### src/rtl/hst_pkg.sv
package hst_pkg;
  localparam int BYTE_W = 8;

  typedef enum logic {
    ORDER_LITTLE = 1'b0,
    ORDER_BIG    = 1'b1
  } byte_order_e;
endpackage

### src/rtl/hst_agen.sv
module hst_agen #(
  parameter int              ADDR_W    = 32,
  parameter int              DISP_W    = 7,
  parameter int              WIN_AW    = 21,
  parameter logic [ADDR_W-1:0] WIN_BASE = 32'hEFE0_0000
) (
  input  logic [ADDR_W-1:0] base,
  input  logic [DISP_W-1:0] disp,
  output logic [ADDR_W-1:0] ea,
  output logic              odd_addr,
  output logic              win_hit
);
  localparam int EXT_W = ADDR_W - DISP_W - 1;

  logic [ADDR_W-1:0] offset;

  // displacement field counts halfwords: sign-extend then scale by 2
  assign offset   = {{EXT_W{disp[DISP_W-1]}}, disp, 1'b0};
  assign ea       = base + offset;
  assign odd_addr = ea[0];
  assign win_hit  = (ea[ADDR_W-1:WIN_AW] == WIN_BASE[ADDR_W-1:WIN_AW]);
endmodule

### src/rtl/hst_lane.sv
module hst_lane
  import hst_pkg::*;
#(
  parameter int ADDR_W = 32,
  parameter int DATA_W = 32
) (
  input  logic [ADDR_W-1:0] ea,
  input  logic [15:0]       half,
  input  byte_order_e       order,
  output logic [ADDR_W-1:0] word_addr,
  output logic [DATA_W/BYTE_W-1:0] be,
  output logic [DATA_W-1:0] wdata
);
  localparam int LANES  = DATA_W / BYTE_W;
  localparam int LANE_B = $clog2(LANES);

  logic [BYTE_W-1:0] first_b;
  logic [BYTE_W-1:0] second_b;
  logic              unused_ea_lsb;

  assign unused_ea_lsb = ea[0];
  assign word_addr     = {ea[ADDR_W-1:LANE_B], {LANE_B{1'b0}}};

  // byte at the lower (even) address, and the one after it
  assign first_b  = (order == ORDER_BIG) ? half[15:8] : half[7:0];
  assign second_b = (order == ORDER_BIG) ? half[7:0]  : half[15:8];

  for (genvar k = 0; k < LANES; k++) begin : g_lane
    localparam logic [LANE_B-1:0] PAIR = LANE_B'(k / 2);
    assign be[k] = (ea[LANE_B-1:1] == PAIR[LANE_B-2:0]);
    if (k % 2 == 0) begin : g_even
      assign wdata[k*BYTE_W +: BYTE_W] = first_b;
    end else begin : g_odd
      assign wdata[k*BYTE_W +: BYTE_W] = second_b;
    end
  end
endmodule

### src/rtl/hst_status.sv
module hst_status (
  input  logic clk,
  input  logic rst_n,
  input  logic set_mis,
  input  logic set_win,
  input  logic clr_mis,
  input  logic clr_win,
  input  logic trap_en,
  input  logic ijump,
  output logic mis_flag,
  output logic win_flag,
  output logic trap_req
);
  logic armed_q;

  always_ff @(posedge clk) begin
    if (!rst_n) begin
      mis_flag <= 1'b0;
      win_flag <= 1'b0;
      armed_q  <= 1'b0;
    end else begin
      mis_flag <= set_mis | (mis_flag & ~clr_mis);
      win_flag <= set_win | (win_flag & ~clr_win);
      if (set_mis && trap_en) armed_q <= 1'b1;
      else if (ijump)         armed_q <= 1'b0;
    end
  end

  assign trap_req = ijump & armed_q;

  AST_MIS_SETS:   assert property (@(posedge clk) disable iff (!rst_n)
                    set_mis |=> mis_flag);
  AST_MIS_STICKY: assert property (@(posedge clk) disable iff (!rst_n)
                    (mis_flag && !clr_mis) |=> mis_flag);
  AST_WIN_SETS:   assert property (@(posedge clk) disable iff (!rst_n)
                    set_win |=> win_flag);
  AST_TRAP_ONCE:  assert property (@(posedge clk) disable iff (!rst_n)
                    (trap_req && !(set_mis && trap_en)) |=> !trap_req);
endmodule

### src/rtl/hstore_unit.sv
module hstore_unit
  import hst_pkg::*;
#(
  parameter int               ADDR_W   = 32,
  parameter int               DATA_W   = 32,
  parameter int               DISP_W   = 7,
  parameter int               WIN_AW   = 21,
  parameter logic [ADDR_W-1:0] WIN_BASE = 32'hEFE0_0000
) (
  input  logic                      clk,
  input  logic                      rst_n,
  input  logic                      req_valid,
  output logic                      req_ready,
  input  logic                      req_has_guard,
  input  logic [DATA_W-1:0]         req_guard,
  input  logic [ADDR_W-1:0]         req_base,
  input  logic [DATA_W-1:0]         req_data,
  input  logic [DISP_W-1:0]         req_disp,
  input  logic                      be_mode,
  input  logic                      trap_en,
  input  logic                      ijump,
  input  logic                      clr_misalign,
  input  logic                      clr_mmio,
  output logic                      misalign_flag,
  output logic                      mmio_err_flag,
  output logic                      trap_req,
  output logic                      wr_valid,
  input  logic                      wr_ready,
  output logic [ADDR_W-1:0]         wr_addr,
  output logic [DATA_W/BYTE_W-1:0]  wr_be,
  output logic [DATA_W-1:0]         wr_data
);
  localparam int LANES = DATA_W / BYTE_W;

  logic [ADDR_W-1:0] ea;
  logic              odd_addr;
  logic              win_hit;
  logic [ADDR_W-1:0] beat_addr;
  logic [LANES-1:0]  beat_be;
  logic [DATA_W-1:0] beat_data;
  logic              accept;
  logic              proceed;
  logic              issue;
  logic              unused_bits;

  assign unused_bits = ^{req_guard[DATA_W-1:1], req_data[DATA_W-1:16]};

  assign req_ready = !wr_valid || wr_ready;
  assign accept    = req_valid && req_ready;
  assign proceed   = !req_has_guard || req_guard[0];
  assign issue     = accept && proceed && !odd_addr && !win_hit;

  hst_agen #(
    .ADDR_W(ADDR_W), .DISP_W(DISP_W), .WIN_AW(WIN_AW), .WIN_BASE(WIN_BASE)
  ) u_agen (
    .base(req_base), .disp(req_disp), .ea(ea),
    .odd_addr(odd_addr), .win_hit(win_hit)
  );

  hst_lane #(.ADDR_W(ADDR_W), .DATA_W(DATA_W)) u_lane (
    .ea(ea), .half(req_data[15:0]), .order(byte_order_e'(be_mode)),
    .word_addr(beat_addr), .be(beat_be), .wdata(beat_data)
  );

  hst_status u_status (
    .clk(clk), .rst_n(rst_n),
    .set_mis(accept && proceed && odd_addr),
    .set_win(accept && proceed && win_hit),
    .clr_mis(clr_misalign), .clr_win(clr_mmio),
    .trap_en(trap_en), .ijump(ijump),
    .mis_flag(misalign_flag), .win_flag(mmio_err_flag), .trap_req(trap_req)
  );

  // one-deep output register
  always_ff @(posedge clk) begin
    if (!rst_n) begin
      wr_valid <= 1'b0;
      wr_addr  <= '0;
      wr_be    <= '0;
      wr_data  <= '0;
    end else if (issue) begin
      wr_valid <= 1'b1;
      wr_addr  <= beat_addr;
      wr_be    <= beat_be;
      wr_data  <= beat_data;
    end else if (wr_ready) begin
      wr_valid <= 1'b0;
    end
  end

  AST_GUARD_OFF_NO_BEAT: assert property (@(posedge clk) disable iff (!rst_n)
                           (accept && !proceed) |=> !wr_valid);
  AST_ODD_NO_BEAT:       assert property (@(posedge clk) disable iff (!rst_n)
                           (accept && odd_addr) |=> !wr_valid);
  AST_BEAT_HELD:         assert property (@(posedge clk) disable iff (!rst_n)
                           (wr_valid && !wr_ready) |=> (wr_valid && $stable(wr_addr)
                           && $stable(wr_be) && $stable(wr_data)));
  AST_BE_PAIR:           assert property (@(posedge clk) disable iff (!rst_n)
                           wr_valid |-> ($countones(wr_be) == 2));
endmodule

### config.mk
export PLATFORM = sky130hd
export DESIGN_NAME = hstore_unit
export DESIGN_NICKNAME = d
export VERILOG_FILES = /design/src/rtl/hst_pkg.sv /design/src/rtl/hst_agen.sv /design/src/rtl/hst_lane.sv /design/src/rtl/hst_status.sv /design/src/rtl/hstore_unit.sv
export SDC_FILE = /design/constraint.sdc
export NUM_CORES = 1
export LEC_CHECK = 0
export BUFFER_PORTS_ARGS = -buffer_cell sky130_fd_sc_hd__buf_2
export CAP_MARGIN = 20
export CORE_ASPECT_RATIO = 1.1
export CORE_MARGIN = 2
export CORE_UTILIZATION = 30
export CTS_BUF_LIST = sky130_fd_sc_hd__clkbuf_8
export DETAILED_ROUTE_END_ITERATION = 6
export PLACE_DENSITY = 0.57
export SLEW_MARGIN = 20
export SYNTH_ARGS = -nofsm -noshare
export SYNTH_HDL_FRONTEND = slang
export SYNTH_SLANG_ARGS = --single-unit
### constraint.sdc
create_clock -name clk -period 7.2 [get_ports clk]
set_clock_uncertainty 0.2 [all_clocks]
set_input_delay 1.08 -clock clk [delete_from_list [all_inputs] [get_ports clk]]
set_output_delay 1.08 -clock clk [all_outputs]
set_load 0.01 [all_outputs]
==> impl_metrics.json <==
{
  "sw_frac_of_total": 0.3711,
  "whs_ns": 0.2490,
  "antenna_found_initial": 0,
  "synth_top_area_cell": "dfxtp_1",
  "clk_path_buf_depth": 2,
  "slowest_delay_ns": 0.66,
  "setup_viol": 0,
  "n_fill_cell": 1576,
  "die_h_um": 132.5,
  "grt_max_degree": 94,
  "r2r-end": "wr_data[19]",
  "vias": 4227,
  "ys_ff_latch": 52,
  "maxSlewHeadroom": 0.3877,
  "r2r-start": "wr_valid",
  "period_minus_slack_ns": 5.145,
  "power_frac_comb": 0.396,
  "rsz0062_at_grt": "false",
  "final-max-slew-violation-count": 0,
  "max_freq_ghz": 0.1944,
  "cp_slowest_cell": "a21o_2",
  "cts_sinks": 52,
  "switching_power_uw": 297.9,
  "viasPerCell": 5.002,
  "nets": 796,
  "min_path_cells": 2,
  "dpl.cell_count": 837,
  "post-cts-setup-buffers": 0,
  "seq_area_sq_um": 1041,
  "syn_area_per_cell_sq_um": 8.109,
  "finalHoldViolations": 0,
  "drc": 0,
  "overflow": 0,
  "synth_top_area_share": 0.2313,
  "ys.flop_type": "dfxtp_1",
  "cts.repair.resized": 0,
  "multiInputGateArea_sq_um": 3069,
  "seq_power_share": 0.393,
  "final_layout_size_suffix_gt1_frac": 0.2879,
  "dr.pass1.iters": 4,
  "syn_to_final_growth_pct": 15.10,
  "synth_edf_count": 0,
  "grtUsageTotal": 0.1454,
  "dpl.hpwl_um": 9648,
  "cp_cell_sequence": "buf_2 -> ha_1 -> a21oi_1 -> o21ai_1 -> a2111oi_2 -> a21o_1 -> mux2i_1 -> nand2_1 -> nor4b_2 -> a21o_2 -> buf_4 -> mux2i_1",
  "die_area_sq_um": 16000,
  "ant_nets": 0,
  "finalSetupTns_ns": 0,
  "fin_ws_ns": 2.055,
  "reg2reg_slack_ns": 4.79,
  "h-tree-depth": 2,
  "grt_pass1_vias": 4017,
  "async_flop_share": 0,
  "ys_top_cells_by_area": "dfxtp_1 23%, mux2i_1 10%, nand2_1 9.7%",
  "ys_top_cells_by_count": "116 x nand2_1, 52 x dfxtp_1, 46 x mux2i_1",
  "diodes": 0,
  "gp_congestion": 0.8049,
  "grt_pass1_wl_um": 19310,
  "io_pins": 186,
  "cp-start-kind": "primary input",
  "outcome": "finished, final reports clean",
  "critPathMostFrequentCell": "mux2i_1",
  "finalWirelength_um": 11910,
  "end_kind": "register",
  "cts_root_buf": "clkbuf_8",
  "die_x_um": 120.8,
  "ys_types": 64,
  "port_buffers": 136,
  "synth_most_common_cell": "nand2_1",
  "ir_worst_vdd_mv": 0.06286,
  "first_iter_violations": 191,
  "cts_hold_buffers": 0,
  "period_share": 0.7146,
  "p_leak_nw": 2.549,
  "start_util": 0.3091,
  "core-area_sq_um": 14560,
  "hold_path.class": "reg2reg",
  "clk_pin_slew_ns": 0.10,
  "drv_cap": 0,
  "yosysSeqAreaShare": 0.2313,
  "cp_data_required_time_ns": 7.24,
  "synthesis.area_sq_um": 4501,
  "p_clk_frac": 0.211,
  "wl_per_cell_um": 14.09,
  "cp_max_fo": 25,
  "cts_tree": "done",
  "worst_skew_pair.late_latency_ns": 0.30,
  "crit_arrival_ns": 5.18,
  "reg2reg_depth": 6,
  "holdCritStartpoint": "wr_addr[31]",
  "stdcell_count": 845,
  "internal_power_uw": 504.8,
  "tightest_slew_ns": 0.9184,
  "critPathKind": "in2reg",
  "min_to": "wr_addr[31]",
  "yosys_warnings": 0,
  "num_rows": 46,
  "power_density_nw_per_um2": 155.0,
  "numCtsBuffers": 5,
  "preCtsSetupSlack_ns": 1.691,
  "total_power_uw": 802.7,
  "synthesis.instances": 555
}
==> layout make-up <==
type                    count  share of cell area
clock buffers               5             0.01329
well taps                 192             0.04638
flip-flops and latches     52              0.2010
multi-input cells         444              0.5925
repair buffers            139              0.1357
inverters                  10            0.007246
clock inverters             3            0.003865
==> state kept, by name (all words and copies together), names as in the netlist <==
signal and flops:
wr_data 16, u_status.mis_flag 1, wr_addr 30, u_status.armed_q 1, u_status.win_flag 1, wr_be 2, wr_valid 1
==> stage by stage <==
stage | util | instance area, sq um
floorplan | - | 4504
global placement | 0.3496 | 5091
detailed placement | 0.3496 | 5091
CTS | 0.3557 | 5180
global route | 0.3557 | 5180
finish | 0.3557 | 5180
==> worst max path at each step <==
stage,start,to,cells past startpoint
final,req_disp[6],wr_data[19],12
after global routing,req_disp[6],wr_data[22],12
after CTS,req_disp[6],wr_data[16],12
after detailed placement,req_disp[6],wr_data[24],12
after global placement,req_disp[6],wr_data[28],12
after floorplan,req_base[8],wr_addr[2],13
==> cells by family (layout without fill, tap and decap cells) <==
kind of cell	after synthesis	count (layout)	synth area share
compound gates	126	126	0.1999
xor+xnor	20	20	0.03892
fa+ha+maj	31	31	0.08785
buf+inv	60	157	0.08757
flops	52	52	0.2313
mux	62	62	0.1423
other cells	1	2	0.0008332
simple gates	203	203	0.2113
==> power by group through the flow <==
stage          registers, mW  clock network (mW)  logic [mW]
6_report               0.315               0.170       0.318
2_1_floorplan          0.330                   0       0.231
3_5_place_dp           0.323                   0       0.319
4_1_cts                0.316               0.181       0.320
3_3_place_gp           0.322                   0       0.318
5_1_grt                0.318               0.189       0.356
==> routing by layer <==
| metal | vias up | part of all wire | track usage |
|---|---|---|---|
| li1 | 2165 | - | - |
| met1 | 1940 | 0.47 | 0.1880 |
| met4 | 0 | 0.013 | 0.03747 |
| met3 | 10 | 0.042 | 0.01638 |
| met5 | - | 0 | 0 |
| met2 | 112 | 0.48 | 0.2555 |
==> cell usage in the layout (no fill, tap or decap), types with 4 or more instances in the layout <==
| cell type | instances |
|---|---|
| a211oi_1 | 7 |
| a21o_1 | 12 |
| a21oi_1 | 34 |
| a21oi_2 | 5 |
| and3_1 | 5 |
| buf_2 | 136 |
| clkbuf_8 | 5 |
| dfxtp_1 | 52 |
| ha_1 | 30 |
| inv_1 | 11 |
| mux2_2 | 16 |
| mux2i_1 | 46 |
| nand2_1 | 116 |
| nand2b_1 | 7 |
| nand3_1 | 9 |
| nand4_1 | 8 |
| nor2_1 | 25 |
| nor2b_1 | 4 |
| nor3_1 | 10 |
| o211ai_1 | 6 |
| o21ai_0 | 17 |
| o21ai_1 | 10 |
| xnor2_1 | 12 |
| xor2_1 | 8 |
==> critical path: cells and delay by family <==
family / cells / cell delay (ns)
compound gates: 5 / 1.75
fa+ha+maj: 1 / 0.42
buf+inv: 2 / 0.86
mux: 2 / 0.51
simple gates: 2 / 0.54
No activity file was read; power rests on OpenSTA's default activity.
